===== src/rtl/phy_seq_pkg.sv =====
package phy_seq_pkg;

  typedef enum logic [3:0] {
    ST_IDLE, ST_CLK, ST_PWR, ST_PREL, ST_W1, ST_MUX, ST_SSC,
    ST_CREL, ST_W2, ST_W3, ST_TUNE, ST_READY, ST_ERR, ST_SHUT
  } seq_state_t;

  typedef struct packed {
    logic       iso;
    logic       osc;
    logic       mux;
    logic       u2sel;
    logic [1:0] sel;
    logic       pad;
    logic       gate;
  } clk_cfg_t;

  localparam logic [1:0] SEL_INTERNAL = 2'b11;
  localparam logic [1:0] SEL_PAD      = 2'b10;
  localparam clk_cfg_t   CLK_CFG_RST  = '{iso: 1'b1, osc: 1'b0, mux: 1'b1,
                                          u2sel: 1'b0, sel: 2'b00,
                                          pad: 1'b0, gate: 1'b0};

  // Cycles in one timed wait.
  function automatic int unsigned wait_cycles(int unsigned mhz, int unsigned us);
    return mhz * us;
  endfunction

  // Clock settings for the chosen path.
  function automatic clk_cfg_t clk_bring_up(clk_cfg_t c, logic pad_path);
    clk_cfg_t r = c;
    if (!pad_path) begin
      r.iso   = 1'b0;
      r.osc   = 1'b1;
      r.mux   = 1'b0;
      r.u2sel = 1'b0;
      r.sel   = SEL_INTERNAL;
    end else begin
      r.pad   = 1'b1;
      r.u2sel = 1'b1;
      r.sel   = SEL_PAD;
      r.gate  = 1'b1;
    end
    return r;
  endfunction

  // Switch off the source that the path enabled.
  function automatic clk_cfg_t clk_take_down(clk_cfg_t c, logic pad_path);
    clk_cfg_t r = c;
    if (!pad_path) r.osc  = 1'b0;
    else           r.gate = 1'b0;
    return r;
  endfunction

endpackage


===== src/rtl/phy_seq_timer.sv =====
module phy_seq_timer #(
  parameter int unsigned CYCLES = 25000
) (
  input  logic clk,
  input  logic rst_n,
  input  logic load_i,
  output logic done_o
);
  localparam int unsigned CW = (CYCLES > 1) ? $clog2(CYCLES) : 1;

  logic [CW-1:0] cnt;

  always_ff @(posedge clk or negedge rst_n) begin
    if (!rst_n)             cnt <= '0;
    else if (load_i)        cnt <= CW'(CYCLES - 1);
    else if (cnt != '0)     cnt <= cnt - 1'b1;
  end

  assign done_o = (cnt == '0);
endmodule


===== src/rtl/phy_seq_clkpath.sv =====
module phy_seq_clkpath
  import phy_seq_pkg::*;
(
  input  logic     clk,
  input  logic     rst_n,
  input  logic     apply_i,
  input  logic     shut_i,
  input  logic     pad_i,
  output clk_cfg_t cfg_o
);
  logic pad_path;

  always_ff @(posedge clk or negedge rst_n) begin
    if (!rst_n) begin
      cfg_o    <= CLK_CFG_RST;
      pad_path <= 1'b0;
    end else if (apply_i) begin
      cfg_o    <= clk_bring_up(cfg_o, pad_i);
      pad_path <= pad_i;
    end else if (shut_i) begin
      cfg_o    <= clk_take_down(cfg_o, pad_path);
    end
  end
endmodule


===== src/rtl/phy_bringup_seq.sv =====
module phy_bringup_seq
  import phy_seq_pkg::*;
#(
  parameter int unsigned CLK_MHZ = 250,
  parameter int unsigned WAIT_US = 100
) (
  input  logic       clk,
  input  logic       rst_n,
  input  logic       start_i,
  input  logic       stop_i,
  input  logic       pad_clk_sel_i,
  input  logic       tune_done_i,
  input  logic       tune_err_i,
  output logic       aux_rst_n_o,
  output logic       ctrl_rst_n_o,
  output logic       u3phy_rst_n_o,
  output logic       u2por_n_o,
  output logic       iddq_o,
  output logic       u3_tpd_o,
  output logic       refclk_iso_o,
  output logic       osc_en_o,
  output logic       clk_mux_o,
  output logic       u2_refsel_o,
  output logic [1:0] refclk_sel_o,
  output logic       use_pad_o,
  output logic       refgate_en_o,
  output logic       ana_pwr_en_o,
  output logic       pcs_stable_o,
  output logic       pma_stable_o,
  output logic       tcmux_cfg_o,
  output logic       ssc_en_o,
  output logic       u3_vbus_o,
  output logic       u3_vbus_ovr_o,
  output logic       u2_vbus_o,
  output logic       u2_vbus_ovr_o,
  output logic       tune_req_o,
  output logic       ready_o,
  output logic       err_o
);
  localparam int unsigned WAIT_CYC = wait_cycles(CLK_MHZ, WAIT_US);

  seq_state_t st;
  clk_cfg_t   ccfg;

  // Named internal events.
  logic in_idle, phy_rel_evt, ctl_rel_evt, wait_done, tmr_load, stop_taken;

  assign in_idle     = (st == ST_IDLE);
  assign phy_rel_evt = (st == ST_PREL);
  assign ctl_rel_evt = (st == ST_CREL);
  assign stop_taken  = stop_i && ((st == ST_READY) || (st == ST_ERR));
  assign tmr_load    = phy_rel_evt || ctl_rel_evt || ((st == ST_W2) && wait_done);

  phy_seq_timer #(.CYCLES(WAIT_CYC)) u_timer (
    .clk    (clk),
    .rst_n  (rst_n),
    .load_i (tmr_load),
    .done_o (wait_done)
  );

  phy_seq_clkpath u_clkpath (
    .clk     (clk),
    .rst_n   (rst_n),
    .apply_i (st == ST_CLK),
    .shut_i  (st == ST_SHUT),
    .pad_i   (pad_clk_sel_i),
    .cfg_o   (ccfg)
  );

  assign refclk_iso_o = ccfg.iso;
  assign osc_en_o     = ccfg.osc;
  assign clk_mux_o    = ccfg.mux;
  assign u2_refsel_o  = ccfg.u2sel;
  assign refclk_sel_o = ccfg.sel;
  assign use_pad_o    = ccfg.pad;
  assign refgate_en_o = ccfg.gate;

  always_ff @(posedge clk or negedge rst_n) begin
    if (!rst_n) begin
      st            <= ST_IDLE;
      aux_rst_n_o   <= 1'b0;
      ctrl_rst_n_o  <= 1'b0;
      u3phy_rst_n_o <= 1'b0;
      u2por_n_o     <= 1'b0;
      iddq_o        <= 1'b1;
      u3_tpd_o      <= 1'b1;
      ana_pwr_en_o  <= 1'b0;
      pcs_stable_o  <= 1'b0;
      pma_stable_o  <= 1'b0;
      tcmux_cfg_o   <= 1'b0;
      ssc_en_o      <= 1'b0;
      u3_vbus_o     <= 1'b0;
      u3_vbus_ovr_o <= 1'b0;
      u2_vbus_o     <= 1'b0;
      u2_vbus_ovr_o <= 1'b0;
      tune_req_o    <= 1'b0;
      ready_o       <= 1'b0;
      err_o         <= 1'b0;
    end else begin
      case (st)
        ST_IDLE: if (start_i) begin
          aux_rst_n_o   <= 1'b0;
          ctrl_rst_n_o  <= 1'b0;
          u3phy_rst_n_o <= 1'b0;
          u2por_n_o     <= 1'b0;
          st            <= ST_CLK;
        end
        ST_CLK: st <= ST_PWR;
        ST_PWR: begin
          iddq_o   <= 1'b0;
          u3_tpd_o <= 1'b0;
          st       <= ST_PREL;
        end
        ST_PREL: begin
          u3phy_rst_n_o <= 1'b1;
          u2por_n_o     <= 1'b1;
          st            <= ST_W1;
        end
        ST_W1: if (wait_done) begin
          ana_pwr_en_o <= 1'b1;
          pcs_stable_o <= 1'b1;
          pma_stable_o <= 1'b1;
          st           <= ST_MUX;
        end
        ST_MUX: begin
          tcmux_cfg_o <= 1'b1;
          st          <= ST_SSC;
        end
        ST_SSC: begin
          ssc_en_o <= 1'b1;
          st       <= ST_CREL;
        end
        ST_CREL: begin
          aux_rst_n_o  <= 1'b1;
          ctrl_rst_n_o <= 1'b1;
          st           <= ST_W2;
        end
        ST_W2: if (wait_done) begin
          u3_vbus_o     <= 1'b1;
          u3_vbus_ovr_o <= 1'b1;
          u2_vbus_o     <= 1'b1;
          u2_vbus_ovr_o <= 1'b1;
          st            <= ST_W3;
        end
        ST_W3: if (wait_done) begin
          tune_req_o <= 1'b1;
          st         <= ST_TUNE;
        end
        ST_TUNE: begin
          if (tune_err_i) begin
            tune_req_o <= 1'b0;
            err_o      <= 1'b1;
            st         <= ST_ERR;
          end else if (tune_done_i) begin
            tune_req_o <= 1'b0;
            ready_o    <= 1'b1;
            st         <= ST_READY;
          end
        end
        ST_READY, ST_ERR: if (stop_taken) begin
          u3phy_rst_n_o <= 1'b0;
          u2por_n_o     <= 1'b0;
          ready_o       <= 1'b0;
          st            <= ST_SHUT;
        end
        ST_SHUT: st <= ST_IDLE;
        default: st <= ST_IDLE;
      endcase
    end
  end
endmodule


===== config.mk =====
export PLATFORM = sky130hd
export DESIGN_NAME = phy_bringup_seq
export DESIGN_NICKNAME = d
export VERILOG_FILES = /design/src/rtl/phy_seq_pkg.sv /design/src/rtl/phy_seq_timer.sv /design/src/rtl/phy_seq_clkpath.sv /design/src/rtl/phy_bringup_seq.sv
export SDC_FILE = /design/constraint.sdc
export NUM_CORES = 1
export LEC_CHECK = 0
export ABC_AREA = 1
export BUFFER_PORTS_ARGS = -buffer_cell sky130_fd_sc_hd__buf_2
export CORE_AREA = 2 2 66 68
export CTS_CLUSTER_SIZE = 25
export DETAILED_ROUTE_END_ITERATION = 10
export DIE_AREA = 0 0 68 70
export PLACE_DENSITY_LB_ADDON = 0.15
export SLEW_MARGIN = 20
export SYNTH_ARGS = -nofsm -noshare
export SYNTH_HDL_FRONTEND = slang
export SYNTH_SLANG_ARGS = --single-unit

===== constraint.sdc =====
create_clock -name clk -period 2.1 [get_ports clk]
set_clock_uncertainty 0.15 [all_clocks]
set_input_delay 0.315 -clock clk [delete_from_list [all_inputs] [get_ports clk]]
set_output_delay 0.315 -clock clk [all_outputs]
set_load 0.1 [all_outputs]

# Word-level counts from Yosys, hierarchy flattened
# Index checks and enable logic that the tools add are counted.
[totals]
output_inout_bits = 26
register_bits = 38
in_bits = 7
[op_classes]
eq_ne = 24
n_mux = 28
reduce_logical = 28
bitwise_logic = 1
addsub = 1
[ops]
columns = ["op", "n"]
rows = [
  ["case mux 4 bit (12 select lines)", 1],
  ["2-to-1 mux 15 bit", 2],
  ["2-to-1 mux 4 bit", 7],
  ["== test 4 bit, second input constant", 6],
  ["!= test 2 bit, second input constant", 9],
  ["== test 4 x 3 -> 1 bit, second input constant", 4],
  ["logical NOT 15 bit", 1],
  ["nonzero test 15 bit", 1],
  ["subtractor 15 x 1 -> 15 bit, second input constant", 1],
  ["AND reduction 2 bit", 6],
  ["AND reduction 3 bit", 4],
  ["nonzero test 2 bit", 6],
  ["2-to-1 mux 1 bit", 9],
  ["== test 4 x 2 -> 1 bit, second input constant", 2],
  ["2-to-1 mux 8 bit", 1],
  ["2-to-1 mux 7 bit", 1],
  ["2-to-1 mux 3 bit", 2],
  ["case mux 1 bit (2 select lines)", 3],
  ["AND reduction 6 bit", 1],
  ["== test 4 x 1 -> 1 bit, second input constant", 1],
  ["logical NOT 4 bit", 1],
  ["AND reduction 4 bit", 1],
  ["logical OR 1 bit", 3],
  ["!= test 3 bit, second input constant", 1],
  ["other kinds (7)", 8],
]

# Depth between registers and ports, before layout
[depth]
depth_word = 5
ltp_mapped = 12
depth_no_buf = 11

# Hierarchy
# From an unflattened synthesis, not the netlist that was laid out.
[hier_totals]
hier_cells = 291
area_unflattened_um2 = 2155.8
[by_module_without_submodules]
columns = ["mod", "n_inst", "area_per_inst_um2", "cells_per_inst", "seq_area_each_um2"]
rows = [
  ["phy_seq_timer", 1, 957.2, 139, 375.4],
  ["phy_bringup_seq", 1, 892.1, 121, 351.6],
  ["phy_seq_clkpath", 1, 306.5, 31, 201.4],
]

# Worst setup path after synthesis
# Ideal clock, no wire load.
[synth_path]
kind = "register -> output"
startpoint = "register u2_vbus_ovr_o"
endpoint = "output port u2_vbus_ovr_o"
slack_ps = 262
n_path_buf = 1
t_arrival_ps = 1373
stages_incl_launch_ff = 2
cell_sequence = "dfrtp_1 buf_4"
[synth_rtl]
columns = ["element", "line_no", "rtl"]
rows = [
  ["start, declared", "phy_bringup_seq.sv:35", "output logic u2_vbus_ovr_o,"],
  ["start signal, assigned", "phy_bringup_seq.sv:95", "u2_vbus_ovr_o <= 1'b0;"],
  ["start signal, assigned", "phy_bringup_seq.sv:142", "u2_vbus_ovr_o <= 1'b1;"],
]
# No word-level cell between the ends.

# Worst setup path in the final report
[layout_path]
startpoint = "register u_timer.cnt[0]"
endpoint = "register st[0]"
[layout_between]
elab_chain_len = 3
word_cells_on_any_way = 5
cone_classes = "eq/ne (3); reduce/logical (2)"
[layout_rtl]
columns = ["element", "line_no", "rtl"]
rows = [
  ["start, declared", "phy_seq_timer.sv:11", "logic [CW-1:0] cnt;"],
  ["start signal, assigned", "phy_seq_timer.sv:15", "else if (load_i) cnt <= CW'(CYCLES - 1);"],
  ["start signal, assigned", "phy_seq_timer.sv:16", "else if (cnt != '0) cnt <= cnt - 1'b1;"],
  ["logical NOT 15 bit *", "phy_seq_timer.sv:19", "assign done_o = (cnt == '0);"],
  ["!= test 2 bit (no line)", "--", ""],
  ["AND reduction 6 bit (no line) *", "--", ""],
  ["end signal, assigned", "phy_bringup_seq.sv:80", "st <= ST_IDLE;"],
  ["end signal, assigned", "phy_bringup_seq.sv:106", "st <= ST_CLK;"],
  ["end signal, assigned", "phy_bringup_seq.sv:108", "ST_CLK: st <= ST_PWR;"],
  ["end, declared", "phy_bringup_seq.sv:42", "seq_state_t st;"],
]
# Mark *: on every way between the ends. The rest lies on a longest branch, timed or not.
# A chain may end at the register's enable or synchronous reset.

==> reports/qor.yml <==
synth.largest_area_cell: "dfrtp_1"
worstPathMaxFanout: 10
hp-class: "in2reg"
die_w_um: 68
ys_seq_area_share_pct: 43.1
synth-edff-count: 0
ys_seq_elements: 37
crit_buf_inv: 2
endpoint_kind: "register"
clk_latency_ns: 0.29
hold_violations: 0
grt_max_degree: 38
drt-initial-drc-count: 72
timing.final.ws_setup_ns: 0.338
clk_pin_slew_ns: 0.08
p_clk_share_pct: 16.0
stdcell_area_um2: 2430
dp_slack_ns: 0.322
synth_common_cells: "nand2_1, dfrtp_1, inv_1, nor2_1, nand3_1"
ios: 33
yosysMostFrequentCell: "nand2_1"
critical-path-top-delay-family: "simple AND/OR/NAND/NOR gates"
grt_pass1_wl_um: 7180
synth_flop_cell: "dfrtp_1"
cts-resized-gates: 0
coreArea_um2: 4140
ir_drop_mv: 1.28
start_util_pct: 52.0
layout-drive-gt1-share_pct: 29.7
required_ns: 2.14
cts_buffers: 5
htreeDepth: 2
cp_slowest_cell: "dfrtp_1"
place_inst: 336
synth.top_cell.area_share_pct: 40.7
synth_nets: 270
synth_cells: 261
period_share_pct: 83.9
p_int_uw: 1840
ctsHoldBuffers: 1
routabilityCongestion: 0.864
cp.arrival_ns: 1.80
cts_tree: "built"
worst_path_largest_cell_delay_ns: 0.37
overflow: 0
wl_per_cell_um: 12.1
cp_common_cell: "nand2_1"
holdWs_ns: 0.127
route.detailed.drc: 0
ant_nets: 0
fin_cells: 345
power_leakage_uw: 0.00133
hpwl_um: 3180
synthDistinctLibCells: 33
async_flop_share_pct: 100
vias: 1689
max_slew.worst_pin.slew_ns: 0.572
cts.sinks: 37
seq_power_share_pct: 30.1
yosys-top-cells-area: "dfrtp_1, nand2_1, inv_1, nor2_1, nor2_4"
combinationalPowerShare_pct: 54.0
cts.path.max_buffers: 2
setup_viol_count_final: 0
dieArea_um2: 4760
via_per_inst: 4.90
syn_area_um2: 2150
crit_type: "reg2reg"
cts_root_buf: "clkbuf_8"
tns_ns: 0
outcome: "finished clean"
clock.fmax_mhz: 567
p_switching_uw: 2110
grt_usage_pct: 20.2
grt_pass1_vias: 1601
areaGrowthSynthToFinish_pct: 13.0
dr.pass1.iters: 5
num_antenna_cells: 0
fin_crit_ns: 1.76
io_buffers: 32
totalWireLength_um: 4180
switching_share_pct: 53.5
die_y_um: 70
row_count: 24
antenna_found_initial: 0
cts_setup_buffers: 0
final_nets: 301
maxSlewHeadroom_pct: 61.6
synth.avg_cell_area_um2: 8.25
maxCapViolations: 0
cp_cell_sequence: "inv_1 -> ha_1 -> inv_1 -> nor2_1 -> nand2_1 -> nor2_2 -> nand2_4 -> nand2_2 -> nand3_2 -> nand2_1 -> nand2_1"
rsz0062_at_grt: "no"
timing.final.max_slew_violations: 0
ys.warnings.count: 0
powerDensity_nw_per_um2: 1620
dpl_cell_area_um2: 2310
crit_path_start_kind: "register"
==> placed cells by master (no fill, tap or decap), drive strengths merged <==
cell	Yosys	layout
nand2	78	78
inv	39	39
dfrtp	35	35
nor2	35	35
buf	10	33
nand3	17	17
o21ai	12	12
nand4	6	6
nor3	5	5
clkbuf	0	5
a21oi	4	4
o21bai	3	3
o211ai	3	3
or2	2	2
xor2	2	2
ha	2	2
dfstp	2	2
nand3b	2	2
nor3b	1	1
a21boi	1	1
xnor2	1	1
a22o	1	1
clkinv	0	1
bufinv	0	1
clkinvlp	0	1
dlygate4sd3	0	1
==> stage by stage <==
step,power (µW),util (%)
after global routing,4250,58.7
final,3950,58.7
after detailed placement,3340,55.7
after global placement,3320,55.7
after CTS,3980,58.7
after floorplan,3000,-
==> metal layers <==
metal | global-route usage, % | share of wire, % | up-vias
met2 | 33.5 | 50 | 31
met3 | 4.83 | 3.3 | 6
met4 | 6.67 | 1.5 | 0
li1 | - | - | 877
met5 | 0 | 0 | -
met1 | 25.3 | 45 | 775
==> cell type report <==
| type | count | area [µm²] |
|---|---|---|
| Tap cell | 52 | 65.1 |
| Timing Repair Buffer | 34 | 178 |
| Clock buffer | 5 | 68.8 |
| Clock inverter | 3 | 46.3 |
| Multi-Input combinational cell | 175 | 1000 |
| Fill cell | 383 | 1710 |
| Sequential cell | 37 | 928 |
| Inverter | 39 | 146 |
==> state kept, by name, summed over array words and instances, names as in the netlist <==
signal              flops
u2_vbus_ovr_o           1
ready_o                 1
tune_req_o              1
ssc_en_o                1
err_o                   1
u2por_n_o               1
u_clkpath.pad_path      1
u_timer.cnt            15
tcmux_cfg_o             1
pma_stable_o            1
st                      4
u3_tpd_o                1
u_clkpath.cfg_o         7
ctrl_rst_n_o            1
==> worst reg2reg max path, delay by kind of cell (launching register included) <==
kind          cells  cell delay, ns
fa+ha+maj         1            0.18
buf+inv           2            0.16
flops             1            0.37
simple gates      8            0.81
==> final timing paths <==
kind	cells past startpoint	end	slack, ns	from
setup reg to reg	11	st[0]	0.34	u_timer.cnt[0]
hold reg to reg	2	u_clkpath.cfg_o[5]	0.31	u_clkpath.cfg_o[5]
min in group asynchronous	3	u_timer.cnt[6]	0.44	rst_n
setup / recovery	11	st[0]	0.34	u_timer.cnt[0]
hold / removal	2	ready_o	0.13	tune_done_i
max in group asynchronous	3	u3_tpd_o	1.00	rst_n
==> cell families after synthesis <==
| group | count (synthesis) | synth area share (%) |
|---|---|---|
| adder cells (fa/ha/maj) | 2 | 1.16 |
| AO/OA/AOI/OAI | 24 | 8.13 |
| XOR/XNOR | 3 | 1.22 |
| flip-flops | 37 | 43.1 |
| buffers and inverters | 49 | 10.5 |
| AND/OR/NAND/NOR | 146 | 35.9 |
==> power groups by stage <==
stage	logic (µW)	clock network (µW)	registers [µW]
6_report	2130	632	1190
4_1_cts	2150	647	1180
3_5_place_dp	2140	0	1190
5_1_grt	2340	686	1220
2_1_floorplan	1160	0	1840
3_3_place_gp	2130	0	1190
(Power assumes the default switching activity.)
